## config.mk

```make
export PLATFORM = sky130hd
export DESIGN_NAME = sysreg_region_base
export DESIGN_NICKNAME = d
export VERILOG_FILES = /design/src/rtl/sysreg_region_pkg.sv /design/src/rtl/sysreg_enc_match.sv /design/src/rtl/sysreg_perm_check.sv /design/src/rtl/sysreg_region_store.sv /design/src/rtl/sysreg_region_base.sv
export SDC_FILE = /design/constraint.sdc
export NUM_CORES = 1
export LEC_CHECK = 0
export BUFFER_PORTS_ARGS = -buffer_cell sky130_fd_sc_hd__buf_4
export CELL_PAD_IN_SITES_DETAIL_PLACEMENT = 0
export CELL_PAD_IN_SITES_GLOBAL_PLACEMENT = 1
export CORE_MARGIN = 4
export CORE_UTILIZATION = 37
export DETAILED_ROUTE_END_ITERATION = 8
export PLACE_DENSITY = 0.83
export REMOVE_ABC_BUFFERS = 1
export SYNTH_ARGS = -nofsm -noshare
export SYNTH_HDL_FRONTEND = slang
export SYNTH_SLANG_ARGS = --single-unit
```

## constraint.sdc

```tcl
create_clock -name clk -period 1.7 [get_ports clk]
set_clock_uncertainty 0.05 [all_clocks]
set_input_delay 0.17 -clock clk [delete_from_list [all_inputs] [get_ports clk]]
set_output_delay 0.17 -clock clk [all_outputs]
set_load 0.01 [all_outputs]
```

## src/rtl/sysreg_region_pkg.sv

```systemverilog
package sysreg_region_pkg;

  typedef enum logic [1:0] {
    RES_OK    = 2'b00,
    RES_UNDEF = 2'b01,
    RES_TRAP2 = 2'b10,
    RES_TRAP3 = 2'b11
  } acc_result_e;

  typedef struct packed {
    logic [1:0] op0;
    logic [2:0] op1;
    logic [3:0] crn;
    logic [3:0] crm;
    logic [2:0] op2;
  } sysenc_t;

  localparam sysenc_t REGION_BASE_ENC = '{op0: 2'b11, op1: 3'b000, crn: 4'b1010,
                                           crm: 4'b0100, op2: 3'b000};
  localparam logic [5:0] TRAP_CLASS = 6'h18;
  localparam int REG_W   = 64;
  localparam int ADDR_LO = 16;
  localparam int ADDR_HI = 51;
  localparam int ADDR_W  = ADDR_HI - ADDR_LO + 1;
  localparam int WIDE_LO = 48;

endpackage

```

## src/rtl/sysreg_enc_match.sv

```systemverilog
module sysreg_enc_match
  import sysreg_region_pkg::*;
#(
  parameter sysenc_t MATCH_ENC = REGION_BASE_ENC
) (
  input  logic [1:0] op0,
  input  logic [2:0] op1,
  input  logic [3:0] crn,
  input  logic [3:0] crm,
  input  logic [2:0] op2,
  output logic       hit
);
  sysenc_t enc;

  always_comb begin
    enc = '{op0: op0, op1: op1, crn: crn, crm: crm, op2: op2};
    hit = (enc == MATCH_ENC);
  end
endmodule

```

## src/rtl/sysreg_perm_check.sv

```systemverilog
module sysreg_perm_check
  import sysreg_region_pkg::*;
(
  input  logic [1:0]  level,
  input  logic        nonsecure,
  input  logic        l2_enabled,
  input  logic        l2_is_64bit,
  input  logic        l2_trap,
  input  logic        l3_present,
  input  logic        l3_is_64bit,
  input  logic        l3_trap,
  output acc_result_e verdict
);
  logic l2_hits;
  logic l3_hits;

  always_comb begin
    l2_hits = l2_enabled & l2_is_64bit & l2_trap;
    l3_hits = l3_present & l3_is_64bit & l3_trap;
    verdict = RES_OK;
    unique case (level)
      2'd0: verdict = RES_UNDEF;
      2'd1: begin
        if (!nonsecure)   verdict = RES_UNDEF;
        else if (l2_hits) verdict = RES_TRAP2;
        else if (l3_hits) verdict = RES_TRAP3;
        else              verdict = RES_OK;
      end
      2'd2: begin
        if (!nonsecure)   verdict = RES_UNDEF;
        else if (l3_hits) verdict = RES_TRAP3;
        else              verdict = RES_OK;
      end
      default: verdict = nonsecure ? RES_OK : RES_UNDEF;
    endcase
  end
endmodule

```

## src/rtl/sysreg_region_store.sv

```systemverilog
module sysreg_region_store
  import sysreg_region_pkg::*;
#(
  parameter int PA_BITS     = 52,
  parameter bit REG_PRESENT = 1'b1
) (
  input  logic              clk,
  input  logic              rst_n,
  input  logic              wr_en,
  input  logic              wr_enable_bit,
  input  logic [ADDR_W-1:0] wr_addr,
  input  logic              wide_mode,
  output logic [REG_W-1:0]  value
);
  localparam int PA_LIM = (PA_BITS > ADDR_HI + 1) ? ADDR_HI + 1 : PA_BITS;
  localparam int WIDE_IDX = WIDE_LO - ADDR_LO;

  function automatic logic [ADDR_W-1:0] width_mask();
    logic [ADDR_W-1:0] m;
    for (int i = 0; i < ADDR_W; i++) m[i] = (i + ADDR_LO) < PA_LIM;
    return m;
  endfunction

  localparam logic [ADDR_W-1:0] PA_MASK = width_mask();

  logic              en_q, en_d;
  logic [ADDR_W-1:0] addr_q, addr_d;
  logic [ADDR_W-1:0] mode_mask;
  logic              wr_gated;

  always_comb begin
    mode_mask = PA_MASK;
    if (!wide_mode) mode_mask[ADDR_W-1:WIDE_IDX] = '0;
    wr_gated = wr_en & REG_PRESENT;
    en_d     = wr_gated ? wr_enable_bit : en_q;
    addr_d   = wr_gated ? (wr_addr & mode_mask) : addr_q;
  end

  always_ff @(posedge clk or negedge rst_n) begin
    if (!rst_n)        en_q <= 1'b0;
    else if (wr_gated) en_q <= en_d;
  end

  always_ff @(posedge clk) begin
    if (wr_gated) addr_q <= addr_d;
  end

  always_comb begin
    value = '0;
    if (REG_PRESENT) begin
      value[0]              = en_q;
      value[ADDR_HI:ADDR_LO] = addr_q & mode_mask;
    end
  end
endmodule

```

## src/rtl/sysreg_region_base.sv

```systemverilog
module sysreg_region_base
  import sysreg_region_pkg::*;
#(
  parameter int PA_BITS     = 52,
  parameter bit REG_PRESENT = 1'b1
) (
  input  logic        clk,
  input  logic        rst_n,
  input  logic        req_valid,
  input  logic [1:0]  req_op0,
  input  logic [2:0]  req_op1,
  input  logic [3:0]  req_crn,
  input  logic [3:0]  req_crm,
  input  logic [2:0]  req_op2,
  input  logic        req_write,
  input  logic [63:0] req_wdata,
  input  logic [1:0]  cur_level,
  input  logic        nonsecure,
  input  logic        l2_enabled,
  input  logic        l2_is_64bit,
  input  logic        l2_trap,
  input  logic        l3_present,
  input  logic        l3_is_64bit,
  input  logic        l3_trap,
  input  logic        wide_pa_64k,
  output logic        acc_done,
  output logic [1:0]  acc_result,
  output logic [1:0]  acc_target,
  output logic [5:0]  acc_class,
  output logic [63:0] acc_rdata
);
  logic        enc_hit;
  logic        claim;
  acc_result_e verdict;
  logic        commit_wr;
  logic [63:0] cur_value;

  logic        done_q, done_d;
  logic [1:0]  result_q, result_d;
  logic [1:0]  target_q, target_d;
  logic [5:0]  class_q, class_d;
  logic [63:0] rdata_q, rdata_d;

  sysreg_enc_match u_match (
    .op0 (req_op0), .op1 (req_op1), .crn (req_crn),
    .crm (req_crm), .op2 (req_op2), .hit (enc_hit)
  );

  sysreg_perm_check u_perm (
    .level       (cur_level),
    .nonsecure   (nonsecure),
    .l2_enabled  (l2_enabled),
    .l2_is_64bit (l2_is_64bit),
    .l2_trap     (l2_trap),
    .l3_present  (l3_present),
    .l3_is_64bit (l3_is_64bit),
    .l3_trap     (l3_trap),
    .verdict     (verdict)
  );

  sysreg_region_store #(.PA_BITS(PA_BITS), .REG_PRESENT(REG_PRESENT)) u_store (
    .clk           (clk),
    .rst_n         (rst_n),
    .wr_en         (commit_wr),
    .wr_enable_bit (req_wdata[0]),
    .wr_addr       (req_wdata[ADDR_HI:ADDR_LO]),
    .wide_mode     (wide_pa_64k),
    .value         (cur_value)
  );

  always_comb begin
    claim     = req_valid & enc_hit;
    commit_wr = claim & req_write & (verdict == RES_OK);
    done_d    = claim;
    result_d  = claim ? verdict : RES_OK;
    target_d  = 2'd0;
    class_d   = '0;
    rdata_d   = '0;
    if (claim && (verdict == RES_TRAP2 || verdict == RES_TRAP3)) begin
      target_d = (verdict == RES_TRAP2) ? 2'd2 : 2'd3;
      class_d  = TRAP_CLASS;
    end
    if (claim && !req_write && verdict == RES_OK) rdata_d = cur_value;
  end

  always_ff @(posedge clk or negedge rst_n) begin
    if (!rst_n) begin
      done_q   <= 1'b0;
      result_q <= 2'b00;
      target_q <= 2'd0;
      class_q  <= '0;
      rdata_q  <= '0;
    end else begin
      done_q   <= done_d;
      result_q <= result_d;
      target_q <= target_d;
      class_q  <= class_d;
      rdata_q  <= rdata_d;
    end
  end

  assign acc_done   = done_q;
  assign acc_result = result_q;
  assign acc_target = target_q;
  assign acc_class  = class_q;
  assign acc_rdata  = rdata_q;
endmodule

```

==> metrics.txt, run 1 <==
# TYPE chip_impl_metric gauge
chip_impl_info{name="outcome",value="finished clean"} 1
chip_impl_metric{name="relSlewSlack",unit=""} 0.6431
chip_impl_info{name="critical_path.endpoint_type",value="flip-flop"} 1
chip_impl_info{name="crit-reg2reg-launch",value="u_store.en_q"} 1
chip_impl_metric{name="hold_ws",unit="ns"} 0.05398
chip_impl_info{name="critical_path_class",value="in -> reg"} 1
chip_impl_metric{name="drt_pass1_iterations",unit=""} 4
chip_impl_metric{name="cellPowerDensity",unit="nW/um^2"} 810.8
chip_impl_metric{name="dpl-instance-area",unit="um^2"} 4111
chip_impl_info{name="rsz_0062_raised_after_global_routing",value="no"} 1
chip_impl_metric{name="combined_area_of_all_synthesized_cells",unit="um^2"} 3229
chip_impl_metric{name="maximum_buffer_depth_of_the_clock_tree",unit=""} 2
chip_impl_metric{name="grt_pass1_wl",unit="um"} 9542
chip_impl_metric{name="fin_crit_sh",unit=""} 0.9428
chip_impl_metric{name="period_needed",unit="ns"} 1.603
chip_impl_metric{name="antenna_cells_inserted",unit=""} 0
chip_impl_metric{name="power.ir.vdd_worst",unit="mV"} 0.3550
chip_impl_info{name="timing.hold.worst.class",value="in -> reg"} 1
chip_impl_metric{name="globalRouteOverflowTotal",unit=""} 0
chip_impl_info{name="critical_path.top_delay_family",value="simple AND/OR/NAND/NOR gates"} 1
chip_impl_metric{name="grt_pass1_vias",unit=""} 2050
chip_impl_metric{name="asyncSetResetFlopFracSynth",unit=""} 0.5443
chip_impl_metric{name="synth.avg_cell_area",unit="um^2"} 14.04
chip_impl_info{name="clock_tree.root_cell",value="sky130_fd_sc_hd__clkbuf_8"} 1
chip_impl_metric{name="final_sum_of_negative_setup_slack",unit="ns"} 0
chip_impl_metric{name="grt_antenna_before_repair",unit=""} 0
chip_impl_metric{name="synth_seq_cells",unit=""} 79
chip_impl_metric{name="r2r_setup_slack",unit="ns"} 0.91
chip_impl_metric{name="place_inst",unit=""} 442
chip_impl_metric{name="count_of_boundary_i_o_pins",unit=""} 169
chip_impl_metric{name="dpl_worst_slack",unit="ns"} -0.2403
chip_impl_metric{name="numClockSinks",unit=""} 79
chip_impl_metric{name="number_of_cells_on_the_critical_path",unit=""} 6
chip_impl_metric{name="number_of_vias_per_cell_after_detailed_routing",unit=""} 4.144
chip_impl_metric{name="synth.lib_cells_used.distinct",unit=""} 27
chip_impl_info{name="yosysTopAreaCell",value="sky130_fd_sc_hd__edfxtp_1"} 1
chip_impl_info{name="timing.critical_path.cells",value="buf_4 -> nand4b_1 -> or4_4 -> or3_2 -> buf_12 -> nor3_2"} 1
chip_impl_metric{name="postRouteAntennaNets",unit=""} 0
chip_impl_info{name="rr_endpoint",value="u_store.en_q"} 1
chip_impl_metric{name="postSynthCellCount",unit=""} 230
chip_impl_metric{name="worstRegToRegCells",unit=""} 1
chip_impl_metric{name="drive_gt1_frac",unit=""} 0.4599
chip_impl_metric{name="path_max_fanout",unit=""} 40
chip_impl_metric{name="synth.yosys.warnings",unit=""} 0
chip_impl_metric{name="clkTransAtPathRegs",unit="ns"} 0.08
chip_impl_metric{name="synth.yosys.seq_area_share",unit=""} 0.6680
chip_impl_metric{name="htree_num_levels",unit=""} 3
chip_impl_metric{name="power.static_leakage",unit="nW"} 2.170
chip_impl_metric{name="drt-total-wl",unit="um"} 6047
chip_impl_metric{name="syn_to_final_growth",unit="%"} 44.44
chip_impl_info{name="worst_path_max_delay_cell",value="sky130_fd_sc_hd__or3_2"} 1
chip_impl_metric{name="placement.io_buffers",unit=""} 110
chip_impl_metric{name="timing.fmax",unit="MHz"} 623.9
chip_impl_metric{name="track_usage",unit=""} 0.1227
chip_impl_metric{name="worstPathBufferInverterCount",unit=""} 2
chip_impl_metric{name="worst_pin_slew",unit="ns"} 0.5354
chip_impl_metric{name="design.final.nets",unit=""} 476
chip_impl_info{name="cts_tree",value="done"} 1
chip_impl_metric{name="floorplan.die.width",unit="um"} 101.4
chip_impl_info{name="timing.critical_path.to",value="acc_rdata[38]"} 1
chip_impl_metric{name="instances_no_fill",unit=""} 492
chip_impl_metric{name="final_hold_vio_count",unit=""} 0
chip_impl_metric{name="cp.arrival",unit="ns"} 1.80
chip_impl_metric{name="layout.cell_area.non_filler",unit="um^2"} 4664
chip_impl_metric{name="slew_violations",unit=""} 0
chip_impl_metric{name="dieHeight",unit="um"} 101.4
chip_impl_metric{name="setup_viol_count_final",unit=""} 0
chip_impl_info{name="critPathLaunch",value="req_crm[1]"} 1
chip_impl_info{name="critical_path.startpoint_type",value="input pin"} 1
chip_impl_metric{name="routabilityCongestion",unit=""} 0.6867
chip_impl_metric{name="synth_edf_count",unit=""} 36
chip_impl_metric{name="cp.required",unit="ns"} 1.90
chip_impl_metric{name="layout.core_utilization",unit=""} 0.5593
chip_impl_metric{name="routed_wire_per_std_cell",unit="um"} 12.29
chip_impl_metric{name="detailroute.via_count",unit=""} 2039
chip_impl_metric{name="core",unit="um^2"} 8341
chip_impl_metric{name="cap_viol_max_count",unit=""} 0
chip_impl_metric{name="finalWorstSetupSlack",unit="ns"} 0.09730
chip_impl_info{name="synth_commonest_cells",value="sky130_fd_sc_hd__dfrtp_1, sky130_fd_sc_hd__nor3_2, sky130_fd_sc_hd__edfxtp_1, sky130_fd_sc_hd__inv_1, sky130_fd_sc_hd__buf_4"} 1
chip_impl_metric{name="clk_latency",unit="ns"} 0.34
chip_impl_info{name="ys_dominant_reg_cell",value="sky130_fd_sc_hd__dfrtp_1"} 1
chip_impl_metric{name="row_count",unit=""} 33
chip_impl_metric{name="grt_max_degree",unit=""} 44
chip_impl_metric{name="power",unit="mW"} 3.782
chip_impl_metric{name="floorplan.initialDensity",unit=""} 0.3872
chip_impl_metric{name="dr.first_iter.drc_count",unit=""} 34
chip_impl_metric{name="die-area",unit="um^2"} 10290
chip_impl_metric{name="cts-buffers-inserted",unit=""} 9
chip_impl_metric{name="drt_drc_violations_left",unit=""} 0
chip_impl_metric{name="worst_path_largest_cell_delay",unit="ns"} 0.50
chip_impl_metric{name="detailed_place_hpwl",unit="um"} 4300
chip_impl_metric{name="synth_largest_type_area_fraction",unit=""} 0.3348
chip_impl_info{name="synth.top_cells.by_area",value="sky130_fd_sc_hd__edfxtp_1, sky130_fd_sc_hd__dfrtp_1, sky130_fd_sc_hd__nor3_2"} 1
chip_impl_info{name="synth.most_common_cell",value="sky130_fd_sc_hd__dfrtp_1"} 1
chip_impl_metric{name="post-cts-setup-buffer-count",unit=""} 0
==> report_power, final <==
group / leakage, nW / switching [mW] / internal (mW)
combinational: 1.15 / 0.137 / 0.175
clock: 0.102 / 0.650 / 0.822
sequential: 0.920 / 0.00000183 / 2.00
==> logic make-up after synthesis <==
group           share of synthesized area
buf+inv                            0.1437
other cells                      0.001161
flops                              0.6680
mux                              0.006974
simple gates                       0.1623
compound gates                    0.01782
==> layer usage <==
| metal | part of all wire | up-vias | routed length (um) | global-route usage |
|---|---|---|---|---|
| li1 | - | 992 | - | - |
| met2 | 0.56 | 80 | 3405 | 0.2259 |
| met5 | 0 | - | 0 | 0 |
| met4 | 0.014 | 0 | 87 | 0.05419 |
| met1 | 0.35 | 956 | 2115 | 0.1300 |
| met3 | 0.072 | 11 | 438 | 0.03375 |
==> layout make-up <==
class                           instances  area, um^2
Inverter                               35       131.4
Fill cell                             714        3676
Clock inverter                          6       85.08
Clock buffer                           10       127.6
Sequential cell                        79        2157
Tap cell                              105       131.4
Timing Repair Buffer                  153        1296
Multi-Input combinational cell        104       735.7
==> layout by cell type, fill, tap and decap left out, types with 2 or more instances in the layout <==
master	synthesis	final
sky130_fd_sc_hd__clkinvlp_4	0	2
sky130_fd_sc_hd__and2_1	4	4
sky130_fd_sc_hd__a21oi_1	2	2
sky130_fd_sc_hd__dlygate4sd3_1	0	34
sky130_fd_sc_hd__buf_4	33	114
sky130_fd_sc_hd__nor2_1	5	5
sky130_fd_sc_hd__conb_1	1	31
sky130_fd_sc_hd__inv_1	35	35
sky130_fd_sc_hd__bufinv_16	0	2
sky130_fd_sc_hd__dfrtp_1	43	43
sky130_fd_sc_hd__clkbuf_8	0	9
sky130_fd_sc_hd__nand2_1	6	6
sky130_fd_sc_hd__buf_12	1	5
sky130_fd_sc_hd__nor3_2	37	37
sky130_fd_sc_hd__edfxtp_1	36	36
sky130_fd_sc_hd__o21ai_0	2	2
sky130_fd_sc_hd__clkinv_2	0	2
sky130_fd_sc_hd__nand3_1	4	4
sky130_fd_sc_hd__mux2_2	2	2
==> how the worst min path moves through the flow <==
stage	start	endpoint	cells past startpoint
6_report	wide_pa_64k	acc_rdata[48]	3
3_5_place_dp	rst_n	acc_target[0]	1
5_1_grt	wide_pa_64k	acc_rdata[48]	3
2_1_floorplan	rst_n	acc_class[3]	0
4_1_cts	wide_pa_64k	acc_rdata[49]	3
3_3_place_gp	rst_n	acc_target[0]	1
==> sequential cells by signal, indices dropped and copies added (netlist names) <==
signal,cells
acc_class,1
acc_rdata,37
acc_target,1
u_store.en_q,1
acc_done,1
u_store.addr_q,36
acc_result,2
==> repair_timing <==
action / CTS / global route
gates resized for setup: 0 / 0
hold endpoints to repair: 76 / 0
hold buffers: 34 / 0
==> worst min-delay path: stages <==
cell and delay [ns]:
sky130_fd_sc_hd__buf_4 0.13, sky130_fd_sc_hd__nand2_1 0.07, sky130_fd_sc_hd__nor3_2 0.04
Note: power is estimated with default switching activity, not from simulation.
==> run 2, diff against run 1 <==
PLACE_DENSITY = 0.94   (was 0.83)
RECOVER_POWER = 100   (was unset)
==> metrics.txt, run 2 (synthesis gave the netlist of run 1 again) <==
# TYPE chip_impl_metric gauge
chip_impl_metric{name="floorplan.die.width",unit="um"} 101.4
chip_impl_metric{name="dr.first_iter.drc_count",unit=""} 24
chip_impl_metric{name="clk_latency",unit="ns"} 0.34
chip_impl_info{name="most_common_cell_after_layout_fill_and_taps_aside",value="sky130_fd_sc_hd__clkbuf_1"} 1
chip_impl_metric{name="worstRegToRegCells",unit=""} 1
chip_impl_info{name="crit-reg2reg-launch",value="u_store.en_q"} 1
chip_impl_metric{name="cellPowerDensity",unit="nW/um^2"} 904.0
chip_impl_metric{name="postRouteAntennaNets",unit=""} 0
chip_impl_metric{name="largest_reg_flops",unit=""} 37
chip_impl_metric{name="post-cts-setup-buffer-count",unit=""} 0
chip_impl_metric{name="timing.fmax",unit="MHz"} 618.5
chip_impl_metric{name="cp.required",unit="ns"} 1.90
chip_impl_metric{name="grt_max_degree",unit=""} 44
chip_impl_metric{name="clkPwrFrac",unit=""} 0.420
chip_impl_metric{name="floorplan.initialDensity",unit=""} 0.3872
chip_impl_metric{name="htree_num_levels",unit=""} 3
chip_impl_metric{name="setup_viol_count_final",unit=""} 0
chip_impl_metric{name="cp.arrival",unit="ns"} 1.82
chip_impl_metric{name="cts-buffers-inserted",unit=""} 9
chip_impl_metric{name="dieHeight",unit="um"} 101.4
chip_impl_metric{name="placement.io_buffers",unit=""} 110
chip_impl_metric{name="routabilityCongestion",unit=""} 0.7505
chip_impl_metric{name="hold_depth",unit=""} 2
chip_impl_metric{name="row_count",unit=""} 33
chip_impl_metric{name="layout.core_utilization",unit=""} 0.5252
chip_impl_metric{name="clkTransAtPathRegs",unit="ns"} 0.08
chip_impl_metric{name="core",unit="um^2"} 8341
chip_impl_metric{name="numClockSinks",unit=""} 79
chip_impl_metric{name="worst_pin_slew",unit="ns"} 1.064
chip_impl_metric{name="power.ir.vdd_worst",unit="mV"} 0.5797
chip_impl_metric{name="relSlewSlack",unit=""} 0.2908
chip_impl_info{name="clock_tree.root_cell",value="sky130_fd_sc_hd__clkbuf_8"} 1
chip_impl_metric{name="drt_drc_violations_left",unit=""} 0
chip_impl_metric{name="final_hold_vio_count",unit=""} 0
chip_impl_metric{name="cell_internal_pwr",unit="mW"} 3.145
chip_impl_metric{name="cap_viol_max_count",unit=""} 0
chip_impl_info{name="worst_hold_startpoint",value="req_wdata[49]"} 1
chip_impl_metric{name="detailed_place_hpwl",unit="um"} 4528
chip_impl_metric{name="count_of_boundary_i_o_pins",unit=""} 169
chip_impl_metric{name="drt-total-wl",unit="um"} 6520
chip_impl_metric{name="place_inst",unit=""} 442
chip_impl_info{name="timing.hold.worst.class",value="in -> reg"} 1
chip_impl_metric{name="detailroute.via_count",unit=""} 2032
chip_impl_metric{name="die-area",unit="um^2"} 10290
chip_impl_metric{name="layout.cell_area.non_filler",unit="um^2"} 4380
chip_impl_metric{name="grt_antenna_before_repair",unit=""} 0
chip_impl_metric{name="drive_gt1_frac",unit=""} 0.2765
chip_impl_metric{name="cts_hold_buf",unit=""} 34
chip_impl_metric{name="grt_pass1_wl",unit="um"} 9949
chip_impl_info{name="critical_path.startpoint_type",value="input pin"} 1
chip_impl_metric{name="globalRouteOverflowTotal",unit=""} 0
chip_impl_metric{name="drt_pass1_iterations",unit=""} 3
chip_impl_metric{name="number_of_vias_per_cell_after_detailed_routing",unit=""} 4.122
chip_impl_metric{name="fin_crit_sh",unit=""} 0.9511
chip_impl_metric{name="syn_to_final_growth",unit="%"} 35.65
chip_impl_info{name="rsz_0062_raised_after_global_routing",value="no"} 1
chip_impl_metric{name="swShare",unit=""} 0.2058
chip_impl_info{name="critical_path.endpoint_type",value="flip-flop"} 1
chip_impl_metric{name="power",unit="mW"} 3.960
chip_impl_metric{name="ctsResizeCount",unit=""} 0
chip_impl_metric{name="track_usage",unit=""} 0.1279
chip_impl_metric{name="relative_contribution_of_combinational_cells_to_total_power",unit=""} 0.075
chip_impl_metric{name="pwr-share-seq",unit=""} 0.504
chip_impl_info{name="critPathLaunch",value="req_crm[1]"} 1
chip_impl_metric{name="routed_wire_per_std_cell",unit="um"} 13.23
chip_impl_metric{name="power.static_leakage",unit="nW"} 1.961
chip_impl_metric{name="dpl-instance-area",unit="um^2"} 4111
chip_impl_info{name="critical_path_class",value="in -> reg"} 1
chip_impl_metric{name="maximum_buffer_depth_of_the_clock_tree",unit=""} 2
chip_impl_metric{name="slew_violations",unit=""} 0
chip_impl_metric{name="netSwitchingPower",unit="uW"} 814.8
chip_impl_metric{name="grt_pass1_vias",unit=""} 2148
chip_impl_info{name="outcome",value="finished clean"} 1
chip_impl_metric{name="period_needed",unit="ns"} 1.617
chip_impl_metric{name="design.final.nets",unit=""} 476
chip_impl_metric{name="path_max_fanout",unit=""} 40
chip_impl_info{name="cts_tree",value="done"} 1
chip_impl_info{name="layout_common_cells",value="sky130_fd_sc_hd__clkbuf_1, sky130_fd_sc_hd__dfrtp_1, sky130_fd_sc_hd__edfxtp_1"} 1
chip_impl_metric{name="instances_no_fill",unit=""} 493
chip_impl_metric{name="final_sum_of_negative_setup_slack",unit="ns"} 0
[run 2: power by group through the flow]
| stage | Sequential, mW | Combinational, mW | Clock (mW) |
|---|---|---|---|
| 2_1_floorplan | 2.04 | 0.0785 | 0 |
| 3_3_place_gp | 2.04 | 0.246 | 0 |
| 3_5_place_dp | 2.04 | 0.252 | 0 |
| 4_1_cts | 2.00 | 0.316 | 1.71 |
| 5_1_grt | 2.00 | 0.332 | 1.78 |
| 6_report | 2.00 | 0.299 | 1.66 |
[run 2: final timing paths]
kind	to	slack [ns]
min in group asynchronous	acc_rdata[25]	0.48
max reg2reg	u_store.en_q	0.90
max	acc_rdata[43]	0.08
min	u_store.addr_q[33]	0.08
min reg2reg	acc_rdata[40]	0.44
max in group asynchronous	acc_rdata[18]	0.44
[run 2: final cells by class]
| type | count | area, um^2 |
|---|---|---|
| clock inverter | 7 | 120.1 |
| timing repair buffer | 153 | 1109 |
| antenna | 1 | 2.502 |
| fill | 757 | 3960 |
| inverter | 35 | 131.4 |
| multi-input combinational | 104 | 605.6 |
| tap | 105 | 131.4 |
| sequential | 79 | 2157 |
| clock buffer | 9 | 123.9 |
[run 2: worst max-delay path, stage by stage]
cell	delay, ns
sky130_fd_sc_hd__clkbuf_4	0.11
sky130_fd_sc_hd__nand4b_1	0.16
sky130_fd_sc_hd__or4_1	0.45
sky130_fd_sc_hd__or3_2	0.51
sky130_fd_sc_hd__buf_12	0.20
sky130_fd_sc_hd__nor3_1	0.20
[run 2: stage by stage]
step	hold WS [ns]	worst slack, ns
3_3_place_gp	0.1392	-0.2063
5_1_grt	0.05588	0.04595
4_1_cts	0.04223	0.09022
2_1_floorplan	-0.1756	-1.991
3_5_place_dp	0.1533	-0.2753
6_report	0.08050	0.08314
[run 2: layer usage]
layer | wire length [um] | up-vias | global-route usage
met5 | 0 | - | 0
met4 | 138 | 0 | 0.05010
met3 | 382 | 13 | 0.03719
met2 | 3621 | 68 | 0.2369
met1 | 2378 | 958 | 0.1358
li1 | - | 993 | -
